===== src/rtl/sgc_pkg.sv =====
package sgc_pkg;

    // Direction of the working-code ramp
    typedef enum logic [1:0] {
        RAMP_HOLD = 2'd0,
        RAMP_RISE = 2'd1,
        RAMP_FALL = 2'd2
    } ramp_state_e;

endpackage


===== src/rtl/sgc_ramp_fsm.sv =====
module sgc_ramp_fsm
    import sgc_pkg::*;
#(
    parameter int CODE_W = 8
) (
    input  logic              clk,
    input  logic              rst,
    input  logic              wr_en,
    input  logic [CODE_W-1:0] wr_code,
    input  logic              mute,
    input  logic              strobe,
    output logic [CODE_W-1:0] work_code,
    output logic [CODE_W-1:0] tgt_code,
    output logic              mute_q,
    output ramp_state_e       state,
    output logic              busy
);

    localparam logic [CODE_W-1:0] CODE_MAX = '1;
    localparam logic [CODE_W-1:0] CODE_ONE = CODE_W'(1);

    ramp_state_e       state_q, state_d;
    logic [CODE_W-1:0] work_q, work_d;
    logic [CODE_W-1:0] tgt_q, tgt_d;
    logic [CODE_W-1:0] eff_d;
    logic              step_up, step_dn;

    // Output process: the current state decides the step taken on a strobe
    always_comb begin
        step_up = 1'b0;
        step_dn = 1'b0;
        unique case (state_q)
            RAMP_HOLD: begin
                step_up = 1'b0;
                step_dn = 1'b0;
            end
            RAMP_RISE: step_up = strobe;
            RAMP_FALL: step_dn = strobe;
            default: begin
                step_up = 1'b0;
                step_dn = 1'b0;
            end
        endcase
    end

    // Next working code, next target and next effective target
    always_comb begin
        if (step_up) begin
            work_d = work_q + CODE_ONE;
        end else if (step_dn) begin
            work_d = work_q - CODE_ONE;
        end else begin
            work_d = work_q;
        end
        tgt_d = wr_en ? wr_code : tgt_q;
        eff_d = mute ? '0 : tgt_d;
    end

    // Transition selection: settle, climb or descend
    always_comb begin
        if (work_d < eff_d) begin
            state_d = RAMP_RISE;
        end else if (work_d > eff_d) begin
            state_d = RAMP_FALL;
        end else begin
            state_d = RAMP_HOLD;
        end
    end

    // State register process
    always_ff @(posedge clk) begin
        if (rst) begin
            state_q <= RAMP_HOLD;
            work_q  <= CODE_MAX;
            tgt_q   <= CODE_MAX;
            mute_q  <= 1'b0;
        end else begin
            state_q <= state_d;
            work_q  <= work_d;
            tgt_q   <= tgt_d;
            mute_q  <= mute;
        end
    end

    assign work_code = work_q;
    assign tgt_code  = tgt_q;
    assign state     = state_q;
    assign busy      = (state_q != RAMP_HOLD);

endmodule


===== src/rtl/sgc_gain_lut.sv =====
module sgc_gain_lut #(
    parameter int CODE_W = 8,
    parameter int GAIN_W = 16
) (
    input  logic [CODE_W-1:0] code,
    output logic [GAIN_W-1:0] gain
);

    localparam int    N_CODES  = 1 << CODE_W;
    localparam longint CODE_TOP = longint'(N_CODES) - 1;
    localparam longint GAIN_TOP = (longint'(1) << GAIN_W) - 1;

    logic [GAIN_W-1:0] rom [N_CODES];

    // Linear map: code 0 -> 0, top code -> full-scale gain
    for (genvar c = 0; c < N_CODES; c++) begin : g_rom
        assign rom[c] = GAIN_W'((longint'(c) * GAIN_TOP) / CODE_TOP);
    end

    assign gain = rom[code];

endmodule


===== src/rtl/sgc_scaler.sv =====
module sgc_scaler #(
    parameter int SAMPLE_W = 24,
    parameter int GAIN_W   = 16
) (
    input  logic                       clk,
    input  logic                       rst,
    input  logic                       load,
    input  logic signed [SAMPLE_W-1:0] din,
    input  logic        [GAIN_W-1:0]   gain,
    input  logic                       unity,
    output logic signed [SAMPLE_W-1:0] dout
);

    localparam int PROD_W = SAMPLE_W + GAIN_W + 1;

    logic signed [PROD_W-1:0]   din_x, gain_x, prod, rnd;
    logic signed [SAMPLE_W-1:0] scaled;
    logic                       rnd_unused;

    always_comb begin
        din_x  = PROD_W'(din);
        gain_x = PROD_W'({1'b0, gain});
        prod   = din_x * gain_x;
        rnd    = prod + (PROD_W'(1) <<< (GAIN_W - 1));
        scaled = rnd[GAIN_W +: SAMPLE_W];
    end

    assign rnd_unused = ^{rnd[GAIN_W-1:0], rnd[PROD_W-1]};

    always_ff @(posedge clk) begin
        if (rst) begin
            dout <= '0;
        end else if (load) begin
            dout <= unity ? din : scaled;
        end
    end

endmodule


===== src/rtl/smooth_gain_ctrl.sv =====
module smooth_gain_ctrl
    import sgc_pkg::*;
#(
    parameter int CODE_W   = 8,
    parameter int GAIN_W   = 16,
    parameter int SAMPLE_W = 24
) (
    input  logic                       clk,
    input  logic                       rst,
    input  logic                       tgt_we,
    input  logic [CODE_W-1:0]          tgt_code,
    input  logic                       mute,
    input  logic                       fs_strobe,
    input  logic signed [SAMPLE_W-1:0] in_l,
    input  logic signed [SAMPLE_W-1:0] in_r,
    output logic signed [SAMPLE_W-1:0] out_l,
    output logic signed [SAMPLE_W-1:0] out_r,
    output logic                       ramp_busy
);

    localparam int N_CH = 2;

    logic [CODE_W-1:0]          work_code;
    logic [CODE_W-1:0]          tgt_q;
    logic                       mute_q;
    ramp_state_e                state_q;
    logic [GAIN_W-1:0]          gain;
    logic                       unity;
    logic signed [SAMPLE_W-1:0] ch_in  [N_CH];
    logic signed [SAMPLE_W-1:0] ch_out [N_CH];

    sgc_ramp_fsm #(.CODE_W(CODE_W)) u_ramp (
        .clk       (clk),
        .rst       (rst),
        .wr_en     (tgt_we),
        .wr_code   (tgt_code),
        .mute      (mute),
        .strobe    (fs_strobe),
        .work_code (work_code),
        .tgt_code  (tgt_q),
        .mute_q    (mute_q),
        .state     (state_q),
        .busy      (ramp_busy)
    );

    sgc_gain_lut #(.CODE_W(CODE_W), .GAIN_W(GAIN_W)) u_lut (
        .code (work_code),
        .gain (gain)
    );

    assign unity    = (work_code == '1);
    assign ch_in[0] = in_l;
    assign ch_in[1] = in_r;

    for (genvar ch = 0; ch < N_CH; ch++) begin : g_ch
        sgc_scaler #(.SAMPLE_W(SAMPLE_W), .GAIN_W(GAIN_W)) u_scl (
            .clk   (clk),
            .rst   (rst),
            .load  (fs_strobe),
            .din   (ch_in[ch]),
            .gain  (gain),
            .unity (unity),
            .dout  (ch_out[ch])
        );
    end

    assign out_l = ch_out[0];
    assign out_r = ch_out[1];

endmodule


===== config.mk =====
export PLATFORM = sky130hd
export DESIGN_NAME = smooth_gain_ctrl
export DESIGN_NICKNAME = d
export VERILOG_FILES = /design/src/rtl/sgc_pkg.sv /design/src/rtl/sgc_ramp_fsm.sv /design/src/rtl/sgc_gain_lut.sv /design/src/rtl/sgc_scaler.sv /design/src/rtl/smooth_gain_ctrl.sv
export SDC_FILE = /design/constraint.sdc
export NUM_CORES = 2
export LEC_CHECK = 0
export BUFFER_PORTS_ARGS = -buffer_cell sky130_fd_sc_hd__buf_2
export CAP_MARGIN = 15
export CORE_MARGIN = 4
export CORE_UTILIZATION = 39
export CTS_CLUSTER_SIZE = 24
export DETAILED_ROUTE_END_ITERATION = 6
export PLACE_DENSITY = 0.59
export SLEW_MARGIN = 20
export SYNTH_ARGS = -nofsm -noshare
export SYNTH_HDL_FRONTEND = slang
export SYNTH_SLANG_ARGS = --single-unit

===== constraint.sdc =====
create_clock -name clk -period 6.9 [get_ports clk]
set_input_delay 0.345 -clock clk [delete_from_list [all_inputs] [get_ports clk]]
set_output_delay 0.345 -clock clk [all_outputs]
set_load 0.03 [all_outputs]

==> load_flow_metrics.sql <==
INSERT INTO impl_metrics (metric_group, metric, value, unit) VALUES
('setup_path', 'maximum_fanout_along_the_worst_path', '9', ''),
('setup_path', 'end_kind', 'flip-flop', ''),
('timing', 'final_hold_violation_count', '0', ''),
('die', 'chip_height', '280.6', 'um'),
('die', 'start_util', '39.52', '%'),
('place', 'gp_routability_congestion', '0.9167', ''),
('synthesis', 'synth_common_cells', '1098 x sky130_fd_sc_hd__inv_1, 714 x sky130_fd_sc_hd__fa_1, 326 x sky130_fd_sc_hd__nand2_1', ''),
('drt', 'drcViolationCount', '0', ''),
('layout', 'fillers', '7113', ''),
('setup_path', 'slowest_delay', '570', 'ps'),
('synthesis', 'avgSynthCellArea', '8.911', 'sq um'),
('clocking', 'cts-root-buf', 'sky130_fd_sc_hd__clkbuf_16', ''),
('global_route', 'grt_max_degree', '68', ''),
('clocking', 'worst_skew_pair.late_latency', '350', 'ps'),
('layout', 'final_core_utilization', '45.46', '%'),
('global_route', 'globalRouteOverflowTotal', '0', ''),
('place', 'hpwl', '70430', 'um'),
('synthesis', 'synth.top_cell.area_share', '49.32', '%'),
('global_route', 'wire_length_of_the_first_global_routing_pass', '127800', 'um'),
('layout', 'finish.instance_area', '33340', 'sq um'),
('synthesis', 'synth_flop_cell', 'sky130_fd_sc_hd__dfxtp_1', ''),
('setup_path', 'criticalPathCategory', 'reg -> reg', ''),
('clocking', 'cts-hold-fix-buffers', '0', ''),
('clocking', 'cts.sink_count', '66', ''),
('setup_path', 'kind_of_start_point_of_the_critical_path', 'flip-flop', ''),
('layout', 'syn2layout_area_growth', '15.05', '%'),
('synthesis', 'number_of_synthesized_flops_with_an_enable_pin', '0', ''),
('synthesis', 'syn_area', '28980', 'sq um'),
('synthesis', 'post-synth-top-area-cell', 'sky130_fd_sc_hd__fa_1', ''),
('die', 'rows', '99', ''),
('drt', 'num_vias', '21270', ''),
('clocking', 'max-clock-path-buffers', '2', ''),
('timing', 'finalClockSkew', '10.76', 'ps'),
('place', 'placement.cell_area', '32500', 'sq um'),
('synthesis', 'synth_fp_nets', '4275', ''),
('layout', 'fin_nets', '4571', ''),
('timing', 'max_slew_margin', '47.45', '%'),
('synthesis', 'synth.ff_latch_count', '66', ''),
('global_route', 'grt_antenna_before_repair', '8', ''),
('synthesis', 'post-synth-top-count-cell', 'sky130_fd_sc_hd__inv_1', ''),
('synthesis', 'count_of_different_cell_masters_after_synthesis', '63', ''),
('timing', 'number_of_max_slew_violations_in_the_final_report', '0', ''),
('timing', 'worst_pin_slew', '788.3', 'ps'),
('place', 'io_buffer_count', '109', ''),
('die', 'io_pins', '110', ''),
('die', 'fp.dieArea', '78730', 'sq um'),
('drt', 'routed_wire_length_per_instance', '17.59', 'um'),
('global_route', 'grt_pass1_vias', '22740', ''),
('layout', 'layout-drive-gt1-share', '14.10', '%'),
('synthesis', 'synth_warnings', '0', ''),
('clocking', 'cts_made_buffers', '9', ''),
('synthesis', 'yosysSeqAreaShare', '4.559', '%'),
('run', 'number_of_max_cap_violations', '0', ''),
('timing', 'max_freq', '0.1481', 'GHz'),
('synthesis', 'top_area_cells_in_the_synthesized_netlist', 'sky130_fd_sc_hd__fa_1 49%, sky130_fd_sc_hd__inv_1 14%, sky130_fd_sc_hd__ha_1 11%, sky130_fd_sc_hd__dfxtp_1 4.6%, sky130_fd_sc_hd__nand2_1 4.2%', ''),
('timing', 'setup-violations-final', '0', ''),
('setup_path', 'critical_path.most_common_cell', 'sky130_fd_sc_hd__fa_1', ''),
('drt', 'drt_wl_total', '79430', 'um'),
('drt', 'ant_nets', '0', ''),
('synthesis', 'fraction_of_synthesis_flops_using_an_asynchronous_set_or_reset_pin', '0', '%'),
('clocking', 'worst_setup_hold_path_clk_slew', '70', 'ps'),
('setup_path', 'cp_slowest_cell', 'sky130_fd_sc_hd__fa_1', ''),
('drt', 'vias_per_cell', '4.710', ''),
('clocking', 'tritoncts_clock_tree', 'done', ''),
('status', 'outcome', 'finished clean', ''),
('setup_path', 'crit_required', '7170', 'ps'),
('die', 'die_width', '280.6', 'um'),
('timing', 'finalCriticalPeriod', '6751', 'ps'),
('global_route', 'grt.total_usage', '20.90', '%'),
('die', 'fp.coreArea', '73330', 'sq um'),
('min_path', 'hold_class', 'in -> reg', ''),
('clocking', 'clock_tree.htree_level_count', '3', ''),
('drt', 'drt_first_iter_violations', '1185', ''),
('drt', 'drt-pass1-iter-count', '5', ''),
('timing', 'layout_worst_path_cycle_share', '97.83', '%'),
('setup_path', 'crit_arrival', '7020', 'ps'),
('synthesis', 'syn_inst', '3252', '');
==> final cells by class <==
| cell class | instances | area, sq um | share of cell area, % |
|---|---|---|---|
| multi-input combinational | 1965 | 23290 | 69.86 |
| inverter | 1098 | 4121 | 12.36 |
| clock buffer | 12 | 256.5 | 0.7693 |
| tap | 959 | 1200 | 3.599 |
| clock inverter | 4 | 50.05 | 0.1501 |
| timing repair buffer | 408 | 3060 | 9.180 |
| sequential | 66 | 1351 | 4.053 |
| antenna | 4 | 10.01 | 0.03002 |
==> registers in the layout, indices dropped and copies added, names as in the netlist <==
signal	flops
g_ch.u_scl.dout	48
u_ramp.tgt_code	8
u_ramp.work_code	8
u_ramp.state	2
==> per-stage QoR <==
stage,setup TNS [ps],hold slack (ps),setup slack (ps),cells
after floorplan,0,433.9,19.22,3252
after CTS,0,249.3,6.998,4492
after global routing,-46.89,266.1,-21.21,4514
after detailed placement,-479.4,461.0,-223.6,4475
after global placement,-214.8,451.9,-112.6,4475
final,0,260.6,149.4,4516
==> worst max-delay path, delay by kind of cell, from the launching register on <==
family	cells	cell delay, ps
adder cells (fa/ha/maj)	7	2960
flip-flops	1	380
XOR/XNOR	1	180
AO/OA/AOI/OAI	8	1740
buffers and inverters	6	790
AND/OR/NAND/NOR	3	600
==> placed cells by master (no fill, tap or decap), types with 5 or more instances in the layout <==
cell type / n
sky130_fd_sc_hd__nor3_1: 9
sky130_fd_sc_hd__xor2_1: 39
sky130_fd_sc_hd__dfxtp_4: 8
sky130_fd_sc_hd__and2_4: 6
sky130_fd_sc_hd__a211oi_1: 15
sky130_fd_sc_hd__a211o_1: 5
sky130_fd_sc_hd__xnor2_1: 44
sky130_fd_sc_hd__clkbuf_16: 11
sky130_fd_sc_hd__buf_2: 108
sky130_fd_sc_hd__a21boi_0: 5
sky130_fd_sc_hd__o21a_1: 10
sky130_fd_sc_hd__dfxtp_1: 58
sky130_fd_sc_hd__inv_2: 5
sky130_fd_sc_hd__fa_1: 709
sky130_fd_sc_hd__buf_12: 15
sky130_fd_sc_hd__inv_1: 1093
sky130_fd_sc_hd__and2_1: 134
sky130_fd_sc_hd__or2_2: 17
sky130_fd_sc_hd__or3_1: 5
sky130_fd_sc_hd__o21ai_0: 34
sky130_fd_sc_hd__a311oi_1: 24
sky130_fd_sc_hd__nand3_1: 20
sky130_fd_sc_hd__a31oi_1: 21
sky130_fd_sc_hd__and3_1: 5
sky130_fd_sc_hd__buf_6: 8
sky130_fd_sc_hd__mux2i_1: 15
sky130_fd_sc_hd__ha_1: 244
sky130_fd_sc_hd__a2111oi_0: 5
sky130_fd_sc_hd__nor2b_1: 13
sky130_fd_sc_hd__nand2_1: 320
sky130_fd_sc_hd__nor2_1: 75
sky130_fd_sc_hd__a21oi_1: 52
sky130_fd_sc_hd__fa_2: 5
sky130_fd_sc_hd__buf_4: 273
sky130_fd_sc_hd__nand2_2: 5
sky130_fd_sc_hd__nand2b_1: 15
sky130_fd_sc_hd__a21o_1: 28
sky130_fd_sc_hd__nand4_1: 15
==> cell families after synthesis <==
kind of cell	count (synthesis)	synth area share, %
and+or+nand+nor	655	10.59
adders and majority gates	962	60.03
AOI/OAI and AO/OA	249	5.898
muxes	16	0.5570
buffers and inverters	1221	15.85
xor gates and xnor gates	83	2.509
DFF	66	4.559
==> routing by layer <==
layer	wire [um]	GRT usage [%]	up-vias
met5	35	0	-
met4	364	1.442	6
met3	5850	3.570	31
met2	35040	32.31	574
met1	38140	32.27	10650
li1	-	-	10010
==> timing repair <==
| action | CTS | global route |
|---|---|---|
| cloned | 0 | 2 |
| resized for setup | 8 | 69 |
| setup endpoints to repair | 3 | 24 |
| pin swaps | 1 | 39 |
| buffers inserted | 1 | 19 |
==> path summary, 6_finish.rpt <==
check	from	end	slack, ps	depth (start not counted)
worst max register to register	u_ramp.work_code[4]	g_ch[1].u_scl.dout[22]	150	25
worst min register to register	u_ramp.tgt_code[5]	u_ramp.tgt_code[5]	470	2
worst max-delay path	u_ramp.work_code[4]	g_ch[1].u_scl.dout[22]	150	25
worst min-delay path	tgt_code[5]	u_ramp.tgt_code[5]	260	3
Power is not shown: default switching activity piles up to over one toggle a cycle in this logic, so the estimate is an artifact.
